### src/rtl/irq_accept_pkg.sv
package irq_accept_pkg;
  localparam int SVR_W       = 16;
  localparam int SVR_EN_BIT  = 8;
  localparam int SVR_DEO_BIT = 12;

  typedef struct packed {
    logic       dir_eoi;
    logic       en;
    logic [7:0] vec;
  } svr_t;

  localparam svr_t SVR_RESET = '{dir_eoi: 1'b0, en: 1'b0, vec: 8'hFF};
endpackage

### src/rtl/irq_prio_enc.sv
module irq_prio_enc #(
  parameter int N      = 256,
  parameter int WORD_W = 32
) (
  input  logic [N-1:0]         bits_i,
  output logic                 valid_o,
  output logic [$clog2(N)-1:0] idx_o
);
  localparam int NW = N / WORD_W;
  localparam int BW = $clog2(WORD_W);
  localparam int WW = $clog2(NW);

  logic [NW-1:0] word_nz;
  logic [BW-1:0] word_hi [NW];

  for (genvar w = 0; w < NW; w++) begin : g_word
    logic [WORD_W-1:0] slice;
    logic [BW-1:0]     hi;
    assign slice = bits_i[w*WORD_W +: WORD_W];
    always_comb begin
      hi = '0;
      for (int b = 0; b < WORD_W; b++) begin
        if (slice[b]) hi = BW'(b);
      end
    end
    assign word_nz[w] = |slice;
    assign word_hi[w] = hi;
  end

  always_comb begin
    idx_o = '0;
    for (int w = 0; w < NW; w++) begin
      if (word_nz[w]) idx_o = {WW'(w), word_hi[w]};
    end
  end

  assign valid_o = |word_nz;
endmodule

### src/rtl/irq_ppr_calc.sv
module irq_ppr_calc #(
  parameter int VEC_W   = 8,
  parameter int CLASS_W = 4
) (
  input  logic [VEC_W-1:0] tpr_i,
  input  logic [VEC_W-1:0] isr_vec_i,
  input  logic             isr_valid_i,
  output logic [VEC_W-1:0] ppr_o
);
  localparam int SUB_W = VEC_W - CLASS_W;

  logic [CLASS_W-1:0] tpr_cls, isr_cls;

  assign tpr_cls = tpr_i[VEC_W-1 -: CLASS_W];
  assign isr_cls = isr_valid_i ? isr_vec_i[VEC_W-1 -: CLASS_W] : '0;
  assign ppr_o   = (tpr_cls >= isr_cls) ? tpr_i : {isr_cls, {SUB_W{1'b0}}};
endmodule

### src/rtl/irq_accept_core.sv
module irq_accept_core
  import irq_accept_pkg::*;
#(
  parameter int NUM_VEC = 256,
  parameter int WORD_W  = 32,
  parameter int CLASS_W = 4,
  localparam int VEC_W  = $clog2(NUM_VEC)
) (
  input  logic             clk_i,
  input  logic             rst_ni,
  input  logic             req_valid_i,
  input  logic [VEC_W-1:0] req_vec_i,
  input  logic             req_level_i,
  input  logic             tpr_we_i,
  input  logic [VEC_W-1:0] tpr_i,
  input  logic             svr_we_i,
  input  logic [SVR_W-1:0] svr_wdata_i,
  input  logic             ack_i,
  input  logic             eoi_i,
  output logic             irq_pending_o,
  output logic             ack_valid_o,
  output logic [VEC_W-1:0] ack_vec_o,
  output logic [VEC_W-1:0] ppr_o,
  output logic             eoi_bcast_o,
  output logic [VEC_W-1:0] eoi_vec_o
);
  logic [NUM_VEC-1:0] irr_q, isr_q, tmr_q;
  logic [NUM_VEC-1:0] irr_d, isr_d, tmr_d;
  logic [VEC_W-1:0]   tpr_q;
  svr_t               svr_q;
  logic               pend_q, ack_v_q, bcast_q;
  logic [VEC_W-1:0]   ack_vec_q, eoi_vec_q;

  logic               irr_valid, isr_valid;
  logic [VEC_W-1:0]   irr_top, isr_top, ppr;
  logic               blocked, pend_now, ack_take, ack_spur, eoi_take;

  irq_prio_enc #(.N(NUM_VEC), .WORD_W(WORD_W)) u_irr_enc (
    .bits_i(irr_q), .valid_o(irr_valid), .idx_o(irr_top)
  );

  irq_prio_enc #(.N(NUM_VEC), .WORD_W(WORD_W)) u_isr_enc (
    .bits_i(isr_q), .valid_o(isr_valid), .idx_o(isr_top)
  );

  irq_ppr_calc #(.VEC_W(VEC_W), .CLASS_W(CLASS_W)) u_ppr (
    .tpr_i(tpr_q), .isr_vec_i(isr_top), .isr_valid_i(isr_valid), .ppr_o(ppr)
  );

  assign blocked  = (ppr != '0) &&
                    (irr_top[VEC_W-1 -: CLASS_W] <= ppr[VEC_W-1 -: CLASS_W]);
  assign pend_now = svr_q.en && irr_valid && !blocked;
  assign ack_take = ack_i && pend_now;
  assign ack_spur = ack_i && svr_q.en && irr_valid && blocked;
  assign eoi_take = eoi_i && isr_valid;

  // acknowledge clear first, then a same-cycle request re-sets the bit
  always_comb begin
    irr_d = irr_q;
    isr_d = isr_q;
    tmr_d = tmr_q;
    if (ack_take) begin
      irr_d[irr_top] = 1'b0;
      isr_d[irr_top] = 1'b1;
    end
    if (eoi_take) isr_d[isr_top] = 1'b0;
    if (req_valid_i) begin
      irr_d[req_vec_i] = 1'b1;
      tmr_d[req_vec_i] = req_level_i;
    end
  end

  always_ff @(posedge clk_i or negedge rst_ni) begin
    if (!rst_ni) begin
      irr_q     <= '0;
      isr_q     <= '0;
      tmr_q     <= '0;
      tpr_q     <= '0;
      svr_q     <= SVR_RESET;
      pend_q    <= 1'b0;
      ack_v_q   <= 1'b0;
      ack_vec_q <= '0;
      bcast_q   <= 1'b0;
      eoi_vec_q <= '0;
    end else begin
      irr_q   <= irr_d;
      isr_q   <= isr_d;
      tmr_q   <= tmr_d;
      pend_q  <= pend_now;
      ack_v_q <= ack_take || ack_spur;
      if (ack_take)      ack_vec_q <= irr_top;
      else if (ack_spur) ack_vec_q <= svr_q.vec;
      bcast_q <= eoi_take && tmr_q[isr_top] && !svr_q.dir_eoi;
      if (eoi_take) eoi_vec_q <= isr_top;
      if (tpr_we_i) tpr_q <= tpr_i;
      if (svr_we_i) begin
        svr_q.vec     <= svr_wdata_i[7:0];
        svr_q.en      <= svr_wdata_i[SVR_EN_BIT];
        svr_q.dir_eoi <= svr_wdata_i[SVR_DEO_BIT];
      end
    end
  end

  assign irq_pending_o = pend_q;
  assign ack_valid_o   = ack_v_q;
  assign ack_vec_o     = ack_vec_q;
  assign ppr_o         = ppr;
  assign eoi_bcast_o   = bcast_q;
  assign eoi_vec_o     = eoi_vec_q;
endmodule

### config.mk
export PLATFORM = sky130hd
export DESIGN_NAME = irq_accept_core
export DESIGN_NICKNAME = d
export VERILOG_FILES = /design/src/rtl/irq_accept_pkg.sv /design/src/rtl/irq_prio_enc.sv /design/src/rtl/irq_ppr_calc.sv /design/src/rtl/irq_accept_core.sv
export SDC_FILE = /design/constraint.sdc
export NUM_CORES = 2
export LEC_CHECK = 0
export CAP_MARGIN = 20
export CORE_UTILIZATION = 42
export CTS_CLUSTER_SIZE = 10
export DETAILED_ROUTE_END_ITERATION = 8
export DONT_BUFFER_PORTS = 1
export SLEW_MARGIN = 20
export SYNTH_ARGS = -nofsm -noshare
export SYNTH_HDL_FRONTEND = slang
export SYNTH_SLANG_ARGS = --single-unit
export TNS_END_PERCENT = 1
### constraint.sdc
create_clock -name clk_i -period 5.9 [get_ports clk_i]
set_input_delay 1.18 -clock clk_i [delete_from_list [all_inputs] [get_ports clk_i]]
set_output_delay 1.18 -clock clk_i [all_outputs]
set_load 0.005 [all_outputs]
==> impl_metrics.csv <==
group,metric,value,unit
global_routing,grt.overflow.total,0,
sta,finalMaxSlewViolations,0,
final_layout,fin_nets,4884,
routing,first_iter_violations,4609,
sta,period_share,101,%
sta,skew,0.0332,ns
yosys,synthTopCellsByArea,"dfrtp_1, mux2_2, nor2_1, a21oi_1, nand2_1",
sta,setup_viol,35,
clock_network,clock_path_buffers,3,
setup_path,crit_type,"reg -> reg",
yosys,synth.avg_cell_area,9.40,sq um
yosys,synthArstFlopShare,100,%
floorplanning,initial_core_util,42.4,%
routing,vias,38334,
clock_network,insertion_delay,0.70,ns
floorplanning,rows,114,
yosys,synthDistinctLibCells,88,
power,cellLeakagePower,23.5,nW
yosys,synthCells,4355,
routing,viasPerCell,6.23,
global_routing,track_usage,34.0,%
floorplanning,die_y,314,um
run_status,failed_checks,"setup timing",
yosys,ys_ff_latch,805,
yosys,synth_edf_count,0,
placement,dp_cells,6001,
yosys,synth_warnings,0,
setup_path,cp_slowest_cell,"dfrtp_1",
placement,routabilityCongestion,0.996,
clock_network,numCtsBuffers,95,
sta,worst_slew_pin_slew,1.20,ns
clock_network,path_clk_slew,0.06,ns
routing,wl,170000,um
sta,fmax,0.168,GHz
clock_network,htreeDepth,3,
clock_network,clock_sinks,805,
yosys,ys.flop_type,"dfrtp_1",
placement,port-buffer-count,0,
global_routing,grt_first_pass_wirelength,247000,um
final_layout,finalNonFillerCells,6155,
yosys,netlist.area_leader.share,48.7,%
yosys,synth_seq_area_share,49.2,%
flow_run,maxCapViolations,0,
floorplanning,io_pins,67,
setup_path,r2r_slack,-0.06,ns
setup_path,rr_endpoint,"irr_q[147]$_DFF_PN0_",
setup_path,cp.required,6.48,ns
placement,dpl.hpwl,117000,um
clock_network,cts_tree,"yes",
sta,fin_ws,-0.0586,ns
setup_path,worstPathMaxFanout,7,
hold_path,hold_path_class,"in -> async",
global_routing,first_global_vias,36153,
yosys,yosysTopAreaCell,"dfrtp_1",
sta,period_needed,5.96,ns
clock_network,clockRootBuffer,"clkbuf_16",
routing,dr.pass1.iters,7,
final_layout,syn2layout_area_growth,23.5,%
yosys,syn_nets,4403,
sta,holdWs,0.195,ns
yosys,synth_common_cells,"dfrtp_1, nor2_1, a21oi_1",
setup_path,start_kind,"register",
final_layout,seqCellArea,0.0202,sq mm
floorplanning,core-area,0.0966,sq mm
routing,wl_per_cell,27.6,um
power,peakVddDrop,466,uV
routing,drcViolationCount,0,
yosys,synth_area,0.0409,sq mm
final_layout,drive_gt1_share,26.6,%
setup_path,regToRegStartpoint,"isr_q[17]$_DFF_PN0_",
sta,rsz0062_at_grt,"yes",
final_layout,multiInputGateArea,0.0201,sq mm
sta,setup_tns,-0.786,ns
setup_path,reg2reg_depth,31,
clock_network,hold_buffers,0,
placement,place_ws,-0.794,ns
power,power.total,21.2,mW
sta,hold_viol,0,
run_status,status,"finished, violations left",
setup_path,endpoint_kind,"register",
global_routing,grt_start_max_net_pins,806,
floorplanning,design.die.area,0.0987,sq mm
yosys,yosysMostFrequentCell,"dfrtp_1",
sta,relSlewSlack,20.3,%
setup_path,slowest_delay,0.38,ns
power,cellPowerDensity,420,mW/mm^2
floorplanning,die_w,314,um
setup_path,worstPathArrival,6.54,ns
final_layout,num-fill-cells,8803,
routing,antenna_left,0,
global_routing,antenna_found_initial,2,
## layer usage
metal  vias up  global-route usage, %  wire length [um]
met3       410                   7.52             17500
met5         -                      0                27
met4         4                   14.6              8510
met2      2046                   49.6             71800
met1     19040                   48.4             72000
li1      16834                      -                 -
## what timing repair did
item | 4_1_cts | 5_1_grt
setup buffers | 6 | 3
hold endpoints to repair | 0 | 0
pin swaps | 9 | 49
setup endpoints to repair | 519 | 515
resized for setup | 75 | 179
cloned | 0 | 0
## layout by cell type (no fill, tap or decap), drive strengths merged, types with 8 or more instances in the layout
master | netlist | layout
o21ai | 200 | 200
ha | 8 | 8
a311oi | 10 | 10
o31ai | 41 | 41
nand4 | 34 | 34
a221o | 8 | 8
nand2b | 27 | 27
a22oi | 32 | 32
nor3 | 135 | 135
or2 | 28 | 28
inv | 176 | 181
mux2i | 34 | 34
dfrtp | 797 | 797
nand3 | 124 | 124
nor2b | 32 | 32
a221oi | 13 | 13
a2bb2oi | 90 | 90
o311ai | 21 | 21
o22ai | 72 | 72
a21boi | 20 | 20
a2111oi | 12 | 12
and3 | 13 | 13
o21bai | 26 | 26
a211oi | 32 | 32
and2 | 21 | 21
nor3b | 20 | 20
a21oi | 382 | 382
a21o | 138 | 138
mux2 | 282 | 282
dfstp | 8 | 8
nand2 | 358 | 358
nor4 | 130 | 130
a31oi | 80 | 80
o211ai | 22 | 22
or3 | 21 | 21
clkbuf | 180 | 128
buf | 80 | 644
or4 | 27 | 27
nor2 | 539 | 539
## stage by stage
step                      util, %  cell area, sq um
after global placement       48.2             46600
after detailed placement     48.2             46600
after global routing         52.4             50600
after CTS                    51.5             49700
final                        52.4             50600
after floorplan                 -             40900
## critical path, delay by kind of cell, from the launching register on
kind | cells | cell delay [ns]
adders and majority gates | 2 | 0.47
DFF | 1 | 0.38
AOI/OAI and AO/OA | 14 | 2.37
buffers and inverters | 5 | 0.68
and+or+nand+nor | 10 | 1.93
## report_power, final
part	leakage (nW)	internal, mW	switching, mW
logic	11.7	2.65	6.97
registers	10.4	5.83	0.280
clock network	1.37	3.12	2.38
total	23.5	11.6	9.63
## how the worst max path moves through the flow
stage,cells past startpoint,to,start
after CTS,31,isr_q[189]$_DFF_PN0_,isr_q[17]$_DFF_PN0_
after global placement,29,irr_q[152]$_DFF_PN0_,isr_q[17]$_DFF_PN0_
after global routing,30,irr_q[210]$_DFF_PN0_,isr_q[17]$_DFF_PN0_
after floorplan,32,irr_q[132]$_DFF_PN0_,isr_q[29]$_DFF_PN0_
final,31,irr_q[147]$_DFF_PN0_,isr_q[17]$_DFF_PN0_
after detailed placement,27,irr_q[152]$_DFF_PN0_,isr_q[17]$_DFF_PN0_
## cell families after synthesis
logic type,count (synthesis),share of synthesized area (%)
fa+ha+maj,8,0.245
simple gates,1528,17.8
compound gates,1261,20.0
flops,805,49.2
mux,316,8.59
buf+inv,437,4.21
## final cells by class
cell class | count | share of cell area (%)
Inverter | 177 | 1.32
Sequential cell | 805 | 39.9
Clock buffer | 128 | 5.29
Tap cell | 1276 | 3.16
Clock inverter | 10 | 0.203
Multi-Input combinational cell | 3113 | 39.7
Antenna cell | 2 | 0.00990
Timing Repair Buffer | 644 | 10.4
## state kept, by name (all words and copies together), names as in the netlist
| register | cells |
|---|---|
| ack_valid_o | 1 |
| ack_vec_o | 8 |
| eoi_bcast_o | 1 |
| eoi_vec_o | 8 |
| irq_pending_o | 1 |
| irr_q | 256 |
| isr_q | 256 |
| svr_q | 10 |
| tmr_q | 256 |
| tpr_q | 8 |
Note: power is estimated with default switching activity, not from simulation.
